File: config.mk
export PLATFORM = sky130hd
export DESIGN_NAME = bus_hold_ctrl
export DESIGN_NICKNAME = d
export VERILOG_FILES = /design/src/rtl/bhh_pkg.sv /design/src/rtl/bhh_sync.sv /design/src/rtl/bhh_burst_tracker.sv /design/src/rtl/bhh_fsm.sv /design/src/rtl/bus_hold_ctrl.sv
export SDC_FILE = /design/constraint.sdc
export NUM_CORES = 1
export LEC_CHECK = 0
export CAP_MARGIN = 20
export CORE_UTILIZATION = 47
export CTS_CLUSTER_DIAMETER = 100
export DETAILED_ROUTE_END_ITERATION = 10
export MAX_ROUTING_LAYER = met4
export PLACE_DENSITY = 0.82
export SYNTH_ARGS = -nofsm -noshare
export SYNTH_HDL_FRONTEND = slang
export SYNTH_SLANG_ARGS = --single-unit
File: constraint.sdc
create_clock -name clk -period 1.32 [get_ports clk]
set_clock_uncertainty 0.05 [all_clocks]
set_input_delay 0.33 -clock clk [delete_from_list [all_inputs] [get_ports clk]]
set_output_delay 0.33 -clock clk [all_outputs]
set_load 0.02 [all_outputs]
File: src/rtl/bhh_pkg.sv
package bhh_pkg;

    typedef enum logic [2:0] {
        ST_OWN_BUS       = 3'd0,
        ST_DRAIN         = 3'd1,
        ST_TRISTATE_WAIT = 3'd2,
        ST_GRANTED       = 3'd3,
        ST_REDRIVE_WAIT  = 3'd4
    } hold_state_e;

    typedef struct packed {
        logic drive_en;
        logic ack_n;
        logic stall;
    } hold_out_t;

    // Output pattern for each handover phase
    function automatic hold_out_t decode_outputs(hold_state_e s);
        hold_out_t o;
        case (s)
            ST_OWN_BUS:       o = '{drive_en: 1'b1, ack_n: 1'b1, stall: 1'b0};
            ST_DRAIN:         o = '{drive_en: 1'b1, ack_n: 1'b1, stall: 1'b1};
            ST_TRISTATE_WAIT: o = '{drive_en: 1'b0, ack_n: 1'b1, stall: 1'b1};
            ST_GRANTED:       o = '{drive_en: 1'b0, ack_n: 1'b0, stall: 1'b1};
            ST_REDRIVE_WAIT:  o = '{drive_en: 1'b1, ack_n: 1'b0, stall: 1'b1};
            default:          o = '{drive_en: 1'b1, ack_n: 1'b1, stall: 1'b0};
        endcase
        return o;
    endfunction

    function automatic int max4(int a, int b, int c, int d);
        int m;
        m = a;
        if (b > m) m = b;
        if (c > m) m = c;
        if (d > m) m = d;
        return m;
    endfunction

endpackage

File: src/rtl/bhh_sync.sv
module bhh_sync #(
    parameter int STAGES = 2
) (
    input  logic clk,
    input  logic rst,
    input  logic d,
    output logic q
);
    logic [STAGES-1:0] chain;

    always_ff @(posedge clk) begin
        if (rst) chain <= '1;
        else     chain <= {chain[STAGES-2:0], d};
    end

    assign q = chain[STAGES-1];
endmodule

File: src/rtl/bhh_burst_tracker.sv
module bhh_burst_tracker #(
    parameter int MIN_BURST = 8
) (
    input  logic clk,
    input  logic rst,
    input  logic enable,
    input  logic acc,
    input  logic clear,
    output logic burst_ok
);
    localparam int CW = $clog2(MIN_BURST + 1);
    localparam logic [CW-1:0] FULL = CW'(MIN_BURST);

    logic [CW-1:0] run_cnt;

    always_ff @(posedge clk) begin
        if (rst || clear)            run_cnt <= '0;
        else if (acc)                run_cnt <= (run_cnt == FULL) ? FULL : run_cnt + 1'b1;
        else if (run_cnt == FULL)    run_cnt <= '0;   // completed run closes
    end

    assign burst_ok = !enable || (run_cnt == '0) || (run_cnt == FULL);

    // the run counter never exceeds the minimum run length
    p_run_bounded_r6: assert property (@(posedge clk) disable iff (rst)
        run_cnt <= FULL);
endmodule

File: src/rtl/bhh_fsm.sv
module bhh_fsm
    import bhh_pkg::*;
#(
    parameter int HIZ_DLY = 4,
    parameter int ACK_DLY = 2,
    parameter int DRV_DLY = 2,
    parameter int REL_DLY = 2
) (
    input  logic        clk,
    input  logic        rst,
    input  logic        hold_n_s,
    input  logic        block,
    input  logic        busy,
    input  logic        burst_ok,
    output hold_state_e state,
    output hold_out_t   outs
);
    localparam int MAXD = max4(HIZ_DLY, ACK_DLY, DRV_DLY, REL_DLY);
    localparam int CW   = $clog2(MAXD + 1);
    localparam logic [CW-1:0] HIZ_LAST = CW'(HIZ_DLY - 1);
    localparam logic [CW-1:0] ACK_LAST = CW'(ACK_DLY - 1);
    localparam logic [CW-1:0] DRV_LAST = CW'(DRV_DLY - 1);
    localparam logic [CW-1:0] REL_LAST = CW'(REL_DLY - 1);

    hold_state_e nxt;
    logic [CW-1:0] cnt, cnt_nxt;

    always_comb begin
        nxt     = state;
        cnt_nxt = cnt;
        case (state)
            ST_OWN_BUS: begin
                cnt_nxt = '0;
                if (!hold_n_s && !block) nxt = ST_DRAIN;
            end
            ST_DRAIN: begin
                if (hold_n_s || block) begin
                    nxt     = ST_OWN_BUS;
                    cnt_nxt = '0;
                end else if (cnt >= HIZ_LAST && !busy && burst_ok) begin
                    nxt     = ST_TRISTATE_WAIT;
                    cnt_nxt = '0;
                end else if (cnt < HIZ_LAST) begin
                    cnt_nxt = cnt + 1'b1;
                end
            end
            ST_TRISTATE_WAIT: begin
                if (cnt == ACK_LAST) begin
                    nxt     = ST_GRANTED;
                    cnt_nxt = '0;
                end else begin
                    cnt_nxt = cnt + 1'b1;
                end
            end
            ST_GRANTED: begin
                if (!hold_n_s) begin
                    cnt_nxt = '0;
                end else if (cnt == DRV_LAST) begin
                    nxt     = ST_REDRIVE_WAIT;
                    cnt_nxt = '0;
                end else begin
                    cnt_nxt = cnt + 1'b1;
                end
            end
            ST_REDRIVE_WAIT: begin
                if (cnt == REL_LAST) begin
                    nxt     = ST_OWN_BUS;
                    cnt_nxt = '0;
                end else begin
                    cnt_nxt = cnt + 1'b1;
                end
            end
            default: begin
                nxt     = ST_OWN_BUS;
                cnt_nxt = '0;
            end
        endcase
    end

    always_ff @(posedge clk) begin
        if (rst) begin
            state <= ST_OWN_BUS;
            cnt   <= '0;
        end else begin
            state <= nxt;
            cnt   <= cnt_nxt;
        end
    end

    assign outs = decode_outputs(state);

    // a held request keeps the grant in place
    p_hold_kept_r8: assert property (@(posedge clk) disable iff (rst)
        (state == ST_GRANTED && !hold_n_s) |=> state == ST_GRANTED);

    // drivers turn off only when the SDRAM run rule allowed it
    p_burst_ok_r6: assert property (@(posedge clk) disable iff (rst)
        $fell(outs.drive_en) |-> $past(burst_ok));
endmodule

File: src/rtl/bus_hold_ctrl.sv
module bus_hold_ctrl
    import bhh_pkg::*;
#(
    parameter int SYNC_STAGES = 2,
    parameter int HIZ_DLY     = 4,
    parameter int ACK_DLY     = 2,
    parameter int DRV_DLY     = 2,
    parameter int REL_DLY     = 2,
    parameter int MIN_BURST   = 8
) (
    input  logic clk,
    input  logic rst,
    input  logic hold_req_n,
    input  logic cfg_block_hold,
    input  logic cfg_min_burst,
    input  logic lc_busy,
    input  logic lc_sdram_acc,
    output logic hold_ack_n,
    output logic bus_drive_en,
    output logic lc_stall
);
    logic        hold_n_s;
    logic        burst_ok;
    hold_state_e state;
    hold_out_t   outs;

    bhh_sync #(.STAGES(SYNC_STAGES)) u_sync (
        .clk (clk),
        .rst (rst),
        .d   (hold_req_n),
        .q   (hold_n_s)
    );

    bhh_burst_tracker #(.MIN_BURST(MIN_BURST)) u_burst (
        .clk      (clk),
        .rst      (rst),
        .enable   (cfg_min_burst),
        .acc      (lc_sdram_acc),
        .clear    (state == ST_GRANTED),
        .burst_ok (burst_ok)
    );

    bhh_fsm #(
        .HIZ_DLY (HIZ_DLY),
        .ACK_DLY (ACK_DLY),
        .DRV_DLY (DRV_DLY),
        .REL_DLY (REL_DLY)
    ) u_fsm (
        .clk      (clk),
        .rst      (rst),
        .hold_n_s (hold_n_s),
        .block    (cfg_block_hold),
        .busy     (lc_busy),
        .burst_ok (burst_ok),
        .state    (state),
        .outs     (outs)
    );

    assign hold_ack_n   = outs.ack_n;
    assign bus_drive_en = outs.drive_en;
    assign lc_stall     = outs.stall;

    // grant falls only after the bus has been high impedance for a cycle
    p_hiz_before_ack_r4: assert property (@(posedge clk) disable iff (rst)
        $fell(hold_ack_n) |-> (!bus_drive_en && !$past(bus_drive_en)));

    // grant rises only after the bus has been driven again for a cycle
    p_drive_before_release_r9: assert property (@(posedge clk) disable iff (rst)
        $rose(hold_ack_n) |-> (bus_drive_en && $past(bus_drive_en)));

    // drivers never turn off right after a busy cycle
    p_drain_idle_r5: assert property (@(posedge clk) disable iff (rst)
        $fell(bus_drive_en) |-> !$past(lc_busy));

    // a blocked block stays out of any handover
    p_block_ignores_r7: assert property (@(posedge clk) disable iff (rst)
        (cfg_block_hold && !lc_stall) |=> !lc_stall);
endmodule

# == Word level (Yosys, flattened, before mapping) ==
# Cells that the tools add are included.
# op_classes
add_sub_neg,2
magnitude_cmp,2
eq_ne,13
n_mux,18
n_reduce_logical,16
# ops
operator,count
$mux 3,12
$pmux 3 s5,1
$mux 4,3
$pmux 3 s4,1
$pmux 3 s3,1
$ne 2x1->1 const B,4
$eq 3x1->1 const B,2
$eq 3x2->1 const B,2
$reduce_and 6->1,1
$add 4x1->4 const B,1
$eq 4x4->1 const B,1
$logic_not 1->1,4
$logic_not 4->1,1
$logic_or 1x1->1,4
$ne 4x1->1 const B,1
$add 3x1->3 const B,1
$eq 3x3->1 const B,1
$ge 3x2->1 const B,1
$logic_and 1x1->1,3
$logic_not 3->1,1
$lt 3x2->1 const B,1
$ne 3x1->1 const B,1
$ne 2x2->1 const B,1
$reduce_bool 2->1,1
$reduce_or 2->1,1
# totals
register_bits,12
in_bits,7

# == Longest topological paths before layout ==
# Gate-level depths: netlist of run 1.
# depth
word_depth,7
ltp_mapped,7

# == Modules after synthesis ==
# Synthesis of run 1 repeated with hierarchy kept, for this count alone.
# unflattened
hier_cells,81
hier_area_um2,750.7
# by_module_without_submodules
mod,n_inst,cells_each,area_each_um2,seq_area_each_um2
bhh_fsm,1,50,462.9,120.1
bhh_burst_tracker,1,26,226.5,80.1
bhh_sync,1,4,52.6,40.0
bus_hold_ctrl,1,1,8.8,0.0

# == Worst setup path before layout of run 1 ==
# Ideal clock, no wire load.
# synth_timing
path_type,register to register
start,reg u_burst.run_cnt[0]
end,reg u_fsm.state[0]
arrival_time_ps,1269
path_slack_ps,-114
path_stages_with_launch,8
path_buffers,0
synth_period_minus_slack_ps,1434
cell_sequence,dfxtp_1 -> inv_1 -> ha_1 -> nand2b_1 -> a21oi_2 -> a21boi_1 -> o21ai_1 -> a31o_1
# synth_via
elab_chain_len,6
# synth_rtl
item,line,text
start: declaration,bhh_burst_tracker.sv:14,logic [CW-1:0] run_cnt;
start signal: assignment,bhh_burst_tracker.sv:18,else if (acc) run_cnt <= (run_cnt == FULL) ? FULL : run_cnt + 1'b1;
$logic_not 4->1,bhh_burst_tracker.sv:22,assign burst_ok = !enable || (run_cnt == '0) || (run_cnt == FULL);
$logic_or 1x1->1,bhh_burst_tracker.sv:22,
$logic_or 1x1->1 (*),bhh_burst_tracker.sv:22,
$logic_and 1x1->1 (*),bhh_fsm.sv:40,end else if (cnt >= HIZ_LAST && !busy && burst_ok) begin
$ne 3x1->1 (no line) (*),-,
$reduce_and 6->1 (no line) (*),-,
end signal: assignment,bhh_fsm.sv:85,state <= nxt;
end: declaration,bhh_fsm.sv:15,"output hold_state_e state,"
# Mark *: on every way between the ends. The rest lies on a longest branch, timed or not.
# A chain may end at the register's enable or synchronous reset.

# == Worst setup path after layout of run 1 ==
# layout_timing
start,reg u_fsm.state[2]
end,reg u_fsm.cnt[1]
# layout_via
elab_chain_len,3
# layout_rtl
item,line,text
$eq 3x2->1 or $eq 3x3->1 (tied branches),bhh_fsm.sv:31,case (state)
$reduce_or 2->1 (no line),-,
$pmux 3 s3,bhh_fsm.sv:31,
end signal: assignment,bhh_fsm.sv:86,cnt <= cnt_nxt;
end: declaration,bhh_fsm.sv:26,"logic [CW-1:0] cnt, cnt_nxt;"
# Several ways; a longest one is shown, not always the timed one.

==> impl_results.md, run 1 <==
- Routed length per instance: 14.9 um
- Clock input transition at the sequential cells of the worst setup and hold paths: 0.08 ns
- Vias per inst: 5.41
- Initial antenna violation count: 0
- Total via count in the routed design: 758
- Clock latency on the worst-skew pair: 0.28 ns
- Largest net degree at the start of global routing: 9
- Count of antenna diodes in the layout: 0
- Placer congestion estimate: 0.857
- Crit path arrival time: 1.69 ns
- Leak: 0.504 nW
- Yosys synthesis warning count: 0
- Setup Viol. Count Final: 9
- Slew Limit Headroom: 0.776
- Number of buffers added to fix hold violations after cts: 0
- Synth async-reset ratio: 0
- Post-DP HPWL: 1.36 mm
- Final hold vios: 0
- Die boundary width: 41.9 um
- Final non-filler cell area: 1210 um2
- Number of clock buffers inserted by TritonCTS: 3
- Outcome: finished, violations left
- Start-to-end type of the worst setup path: reg -> reg
- Top cell type by total area after synthesis: sky130_fd_sc_hd__dfxtp_1
- Cell area after technology mapping: 747 um2
- Std cell rows: 14
- Level count of the clock H-tree: 1
- Main synth FF type: sky130_fd_sc_hd__dfxtp_1
- Fraction of synthesized cell area taken by the top area cell type: 0.322
- Syn nets: 98
- Transition time of the tightest slew-check pin: 0.335 ns
- Cell count after placement: 129
- Total overflow reported by the global router: 0
- Violated checks: setup timing
- Top Ports: 10
- IO Port Bufs: 9
- Max cap viols: 0
- 1st-iter DRT viols: 14
- Min Tclk post-route: 1.54 ns
- Share of the clock period used by the worst path: 1.17
- Number of buffers on the longest clock path: 2
- Top cells by area in the synthesized netlist: sky130_fd_sc_hd__dfxtp_1, sky130_fd_sc_hd__ha_1, sky130_fd_sc_hd__inv_1
- Final antenna-violating net count: 0
- Seq/Total Area, Yosys: 0.322
- Worst min-delay path category: in -> reg
- Number of flops mapped to enable cells by yosys: 0
- Clock tree from TritonCTS: built
- Worst voltage drop across the vdd grid: 0.700 mV
- Final-layout setup total negative slack: -1.50 ns
- First-pass GRT wire length: 2.95 mm
- Overall die area: 1750 um2
- Placement-stage cell area: 1000 um2
- FMAX: 650 MHz
- Remaining design rule violation count: 0
- Number of global-route vias before repair: 722
- Overall global routing resource usage: 0.232
- Critical Path Start Type: register
- Fin. max-slew vios: 0
- Core ar.: 1490 um2
- Non-filler cells, final: 140
- Starting Density: 0.502
- Clock tree sinks: 12
- Drt pass-1 iters: 4
- Element type at the critical path end: register
- Count of unique library cells instantiated by Yosys: 36
- Fraction of final layout cells sized beyond drive strength 1: 0.556
- Total wire length after detailed routing: 2.09 mm
- Die span in y: 41.9 um
- Synthesized area per cell: 8.69 um2
- Flip-flop and latch count after synthesis: 12
- Post-Route Hold Slack: 0.358 ns
- Layout overhead on the synthesized area: 62.1%
- Post-synthesis instance total: 86
- Crit Path Max Fanout: 4
- Hold Path Depth: 2
- Unrepaired setup endpoints after global routing: yes
- Cell area power density: 807 nW/um2
- Clk Tree Root Cell: sky130_fd_sc_hd__clkbuf_4
- Worst setup slack after layout: -0.219 ns
- CP Data Required Time: 1.48 ns
- Worst Reg2Reg Path Length in Cells: 6
- Layout net count: 137
==> final cells by class <==
type                            count  area, um2
Multi-Input combinational cell     61        543
Inverter                            9       33.8
Tap cell                           16       20.0
Fill cell                          94        278
Timing Repair Buffer               38        325
Sequential cell                    12        253
Clock buffer                        4       36.3
==> sequential cells by signal (all words and copies together), names as in the netlist <==
| name | count |
|---|---|
| u_sync.chain | 2 |
| u_fsm.state | 3 |
| u_fsm.cnt | 3 |
| u_burst.run_cnt | 4 |
==> cells in the final DEF (no fill, tap or decap), types with 2 or more instances in the layout <==
cell,instances
sky130_fd_sc_hd__ha_1,4
sky130_fd_sc_hd__o21a_1,2
sky130_fd_sc_hd__a21oi_2,4
sky130_fd_sc_hd__clkdlybuf4s50_1,5
sky130_fd_sc_hd__dfxtp_4,2
sky130_fd_sc_hd__nand2_1,6
sky130_fd_sc_hd__o211ai_1,2
sky130_fd_sc_hd__inv_2,3
sky130_fd_sc_hd__nor2_1,3
sky130_fd_sc_hd__clkbuf_4,3
sky130_fd_sc_hd__dfxtp_2,4
sky130_fd_sc_hd__nand2b_1,2
sky130_fd_sc_hd__dfxtp_1,6
sky130_fd_sc_hd__or2_2,2
sky130_fd_sc_hd__nand2b_4,2
sky130_fd_sc_hd__xnor2_1,2
sky130_fd_sc_hd__inv_1,6
sky130_fd_sc_hd__a21oi_1,3
sky130_fd_sc_hd__nor3_2,2
sky130_fd_sc_hd__buf_6,6
sky130_fd_sc_hd__buf_4,26
==> power breakdown <==
group | total (mW) | internal (mW) | switching, mW
Combinational | 0.278 | 0.152 | 0.126
Sequential | 0.397 | 0.377 | 0.0203
Clock | 0.302 | 0.168 | 0.134
==> synthesized netlist by cell type (3+ instances only) <==
| cell | count |
|---|---|
| sky130_fd_sc_hd__a21oi_1 | 5 |
| sky130_fd_sc_hd__nor2_1 | 5 |
| sky130_fd_sc_hd__ha_1 | 5 |
| sky130_fd_sc_hd__nor3_1 | 3 |
| sky130_fd_sc_hd__inv_1 | 9 |
| sky130_fd_sc_hd__dfxtp_1 | 12 |
| sky130_fd_sc_hd__nand2b_1 | 4 |
| sky130_fd_sc_hd__nand2_1 | 7 |
==> critical path, cell delays in order (launching register included) <==
cell	delay [ns]
sky130_fd_sc_hd__dfxtp_4	0.36
sky130_fd_sc_hd__buf_6	0.13
sky130_fd_sc_hd__nor4_4	0.31
sky130_fd_sc_hd__nand2_1	0.15
sky130_fd_sc_hd__nor3_2	0.20
sky130_fd_sc_hd__nand2b_1	0.11
sky130_fd_sc_hd__o22ai_1	0.16
==> logic make-up (layout without fill, tap and decap cells) <==
| family | count (synthesis) | after routing | share of synthesized area |
|---|---|---|---|
| buffers and inverters | 13 | 51 | 0.0871 |
| XOR/XNOR | 3 | 3 | 0.0452 |
| multiplexers | 1 | 1 | 0.0134 |
| flip-flops | 12 | 12 | 0.322 |
| AO/OA/AOI/OAI | 23 | 23 | 0.224 |
| adder cells (fa/ha/maj) | 5 | 5 | 0.0838 |
| AND/OR/NAND/NOR | 29 | 29 | 0.224 |
==> what timing repair did <==
item,4_1_cts,5_1_grt
resized for setup,32,17
pin swaps,4,9
setup buffers,1,7
endpoints found under the hold margin,0,0
setup endpoints to repair,9,12
==> routing by layer <==
layer | share of wire | routed length [um] | global-route usage
met1 | 0.41 | 845 | 0.240
met2 | 0.55 | 1150 | 0.419
met3 | 0.021 | 44 | 0.0391
met4 | 0.020 | 41 | 0.116
met5 | 0 | 0 | -
==> metrics by stage <==
stage	util	worst slack [ns]	power [mW]
after floorplan	-	-0.0614	0.520
after global placement	0.675	-0.512	0.624
after detailed placement	0.675	-0.597	0.632
after CTS	0.739	-0.194	0.935
after global routing	0.813	-0.299	1.01
final	0.813	-0.219	0.977
==> worst paths after layout <==
path	from	endpoint	slack, ns
setup reg to reg	u_fsm.state[2]$_SDFFE_PP0P_	u_fsm.cnt[1]$_SDFFE_PP0P_	-0.22
hold reg to reg	u_sync.chain[0]$_SDFF_PP1_	u_sync.chain[1]$_SDFF_PP1_	0.39
setup / recovery	u_fsm.state[2]$_SDFFE_PP0P_	u_fsm.cnt[1]$_SDFFE_PP0P_	-0.22
hold / removal	rst	u_fsm.state[1]$_SDFFE_PP0P_	0.36
Note: power is estimated with default switching activity, not from simulation.
==> run 2: changes to the inputs <==
GPL_ROUTABILITY_DRIVEN = 1   (was unset)
==> results of run 2 <==
Same layout as run 1: the final DEF is identical, and so are final timing and power.
==> run 3: changes to the inputs <==
CORE_MARGIN = 2   (was unset)
GPL_ROUTABILITY_DRIVEN = 0   (was 1)
==> impl_results.md, run 3 (synthesis gave the netlist of run 1 again) <==
- Outcome: finished, violations left
- Violated checks: setup timing
- Final antenna-violating net count: 0
- Std cell rows: 14
- Total overflow reported by the global router: 0
- Most frequent cells in the layout: sky130_fd_sc_hd__buf_4, sky130_fd_sc_hd__nand2_1, sky130_fd_sc_hd__inv_1
- Starting Density: 0.496
- Most common cell after layout, fill and taps aside: sky130_fd_sc_hd__buf_4
- Clk Tree Root Cell: sky130_fd_sc_hd__clkbuf_4
- Share of the clock period used by the worst path: 1.17
- 1st-iter DRT viols: 13
- Hold Path Depth: 1
- Critical Path Start Type: register
- Fin. max-slew vios: 0
- Cell area power density: 823 nW/um2
- Element type at the critical path end: register
- Util after Layout: 0.778
- Largest registers: u_burst.run_cnt: 4 flops, u_fsm.cnt: 3 flops, u_fsm.state: 3 flops
- Number of global-route vias before repair: 719
- Total wire length after detailed routing: 2.06 mm
- Drt pass-1 iters: 4
- Core ar.: 1510 um2
- Worst Reg2Reg Path Length in Cells: 7
- Portion of total power attributed to combinational logic: 0.290
- Clock latency on the worst-skew pair: 0.27 ns
- Sw power: 0.267 mW
- Startpoint of the tightest hold check path: u_sync.chain[0]$_SDFF_PP1_
- Fillcell total: 98
- Fraction of final layout cells sized beyond drive strength 1: 0.550
- Startpoint of the worst register-to-register path: u_fsm.state[0]$_SDFFE_PP0P_
- Number of clock buffers inserted by TritonCTS: 3
- Min Tclk post-route: 1.55 ns
- Post-Route Hold Slack: 0.365 ns
- Count of antenna diodes in the layout: 0
- Final hold vios: 0
- Worst voltage drop across the vdd grid: 0.749 mV
- Max cap viols: 0
- Overall die area: 1920 um2
- Worst setup slack after layout: -0.231 ns
- Die boundary width: 43.9 um
- DP Worst Slack: -0.533 ns
- Initial antenna violation count: 0
- Reg-to-reg slack, setup: -0.23 ns
- Routed length per instance: 15.2 um
- Transition time of the tightest slew-check pin: 0.329 ns
- Sw Ratio: 0.277
- Start-to-end type of the worst setup path: reg -> reg
- IO Port Bufs: 9
- Internal power contribution: 0.697 mW
- Top Ports: 10
- Destination of the worst register-to-register timing path: u_fsm.state[2]$_SDFFE_PP0P_
- Crit path arrival time: 1.68 ns
- Unrepaired setup endpoints after global routing: yes
- CP Data Required Time: 1.45 ns
- Worst min-delay path category: reg -> reg
- Biggest register: u_burst.run_cnt
- Die span in y: 43.9 um
- Crit Path Max Fanout: 4
- Clock input transition at the sequential cells of the worst setup and hold paths: 0.07 ns
- Number of flip-flops under the largest register name: 4
- Remaining design rule violation count: 0
- Total via count in the routed design: 748
- Leak: 0.456 nW
- Post-DP HPWL: 1.27 mm
- Seq pwr share: 0.409
- Number of buffers on the longest clock path: 2
- FMAX: 645 MHz
- Slew Limit Headroom: 0.780
- Clock group share of total power: 0.301
- Largest net degree at the start of global routing: 10
- Overall global routing resource usage: 0.212
- Level count of the clock H-tree: 1
- Layout overhead on the synthesized area: 57.0%
- Layout net count: 133
- Clock tree from TritonCTS: built
- Setup Viol. Count Final: 9
- Hold Path Sink: u_sync.chain[1]$_SDFF_PP1_
- Vias per inst: 5.50
- Clock tree sinks: 12
- First-pass GRT wire length: 2.91 mm
-- run 3: what timing repair did --
item,CTS,global route
endpoints found under the setup margin,10,12
setup buffers,0,2
pin swaps,5,6
hold endpoints to repair,0,0
hold buffers,0,0
resized for setup,31,18
-- run 3: worst max-delay path, cell delays in order, from the launching register on --
cell	delay [ns]
sky130_fd_sc_hd__dfxtp_4	0.36
sky130_fd_sc_hd__buf_6	0.12
sky130_fd_sc_hd__nor3b_4	0.20
sky130_fd_sc_hd__buf_4	0.15
sky130_fd_sc_hd__o21a_1	0.12
sky130_fd_sc_hd__a21oi_2	0.05
sky130_fd_sc_hd__or3_1	0.33
sky130_fd_sc_hd__o31ai_1	0.07
-- run 3: power by group through the flow --
stage               Sequential [mW]  Clock (mW)  Combinational [mW]
floorplan                     0.400           0               0.120
global placement              0.399           0               0.232
detailed placement            0.400           0               0.239
CTS                           0.392       0.292               0.250
global route                  0.395       0.314               0.304
finish                        0.394       0.290               0.280
-- run 3: how the worst max path moves through the flow --
stage	slack (ns)	end	start	cells after the start
CTS	-0.20	hold_ack_n	u_fsm.state[0]$_SDFFE_PP0P_	4
detailed placement	-0.53	u_fsm.cnt[0]$_SDFFE_PP0P_	cfg_block_hold	6
global placement	-0.50	u_fsm.cnt[1]$_SDFFE_PP0P_	cfg_block_hold	6
finish	-0.23	u_fsm.state[2]$_SDFFE_PP0P_	u_fsm.state[0]$_SDFFE_PP0P_	7
floorplan	-0.06	u_fsm.state[0]$_SDFFE_PP0P_	u_burst.run_cnt[0]$_SDFFE_PP0P_	7
global route	-0.27	u_fsm.state[2]$_SDFFE_PP0P_	u_fsm.state[0]$_SDFFE_PP0P_	7
-- run 3: routing by layer --
metal | global-route usage | vias up | wire length, um
li1 | - | 365 | -
met1 | 0.212 | 359 | 801
met2 | 0.394 | 16 | 1120
met3 | 0.0250 | 8 | 69
met4 | 0.109 | 0 | 68
met5 | - | - | 0
-- run 3: final cells by class --
class	instances	area, um2	area share
tap	16	20.0	0.0171
clock buffer	4	36.3	0.0309
multi-input combinational	61	539	0.460
inverter	9	33.8	0.0288
sequential	12	259	0.221
timing repair buffer	34	284	0.242
-- run 3: through the flow --
step           TNS (ns)  area, um2  instances  total power [mW]
6_report          -1.19       1170        136             0.964
5_1_grt           -1.75       1170        136              1.01
4_1_cts           -1.22       1090        134             0.934
3_5_place_dp      -4.37       1010        130             0.639
3_3_place_gp      -3.96       1010        130             0.631
2_1_floorplan    -0.111        761         86             0.520
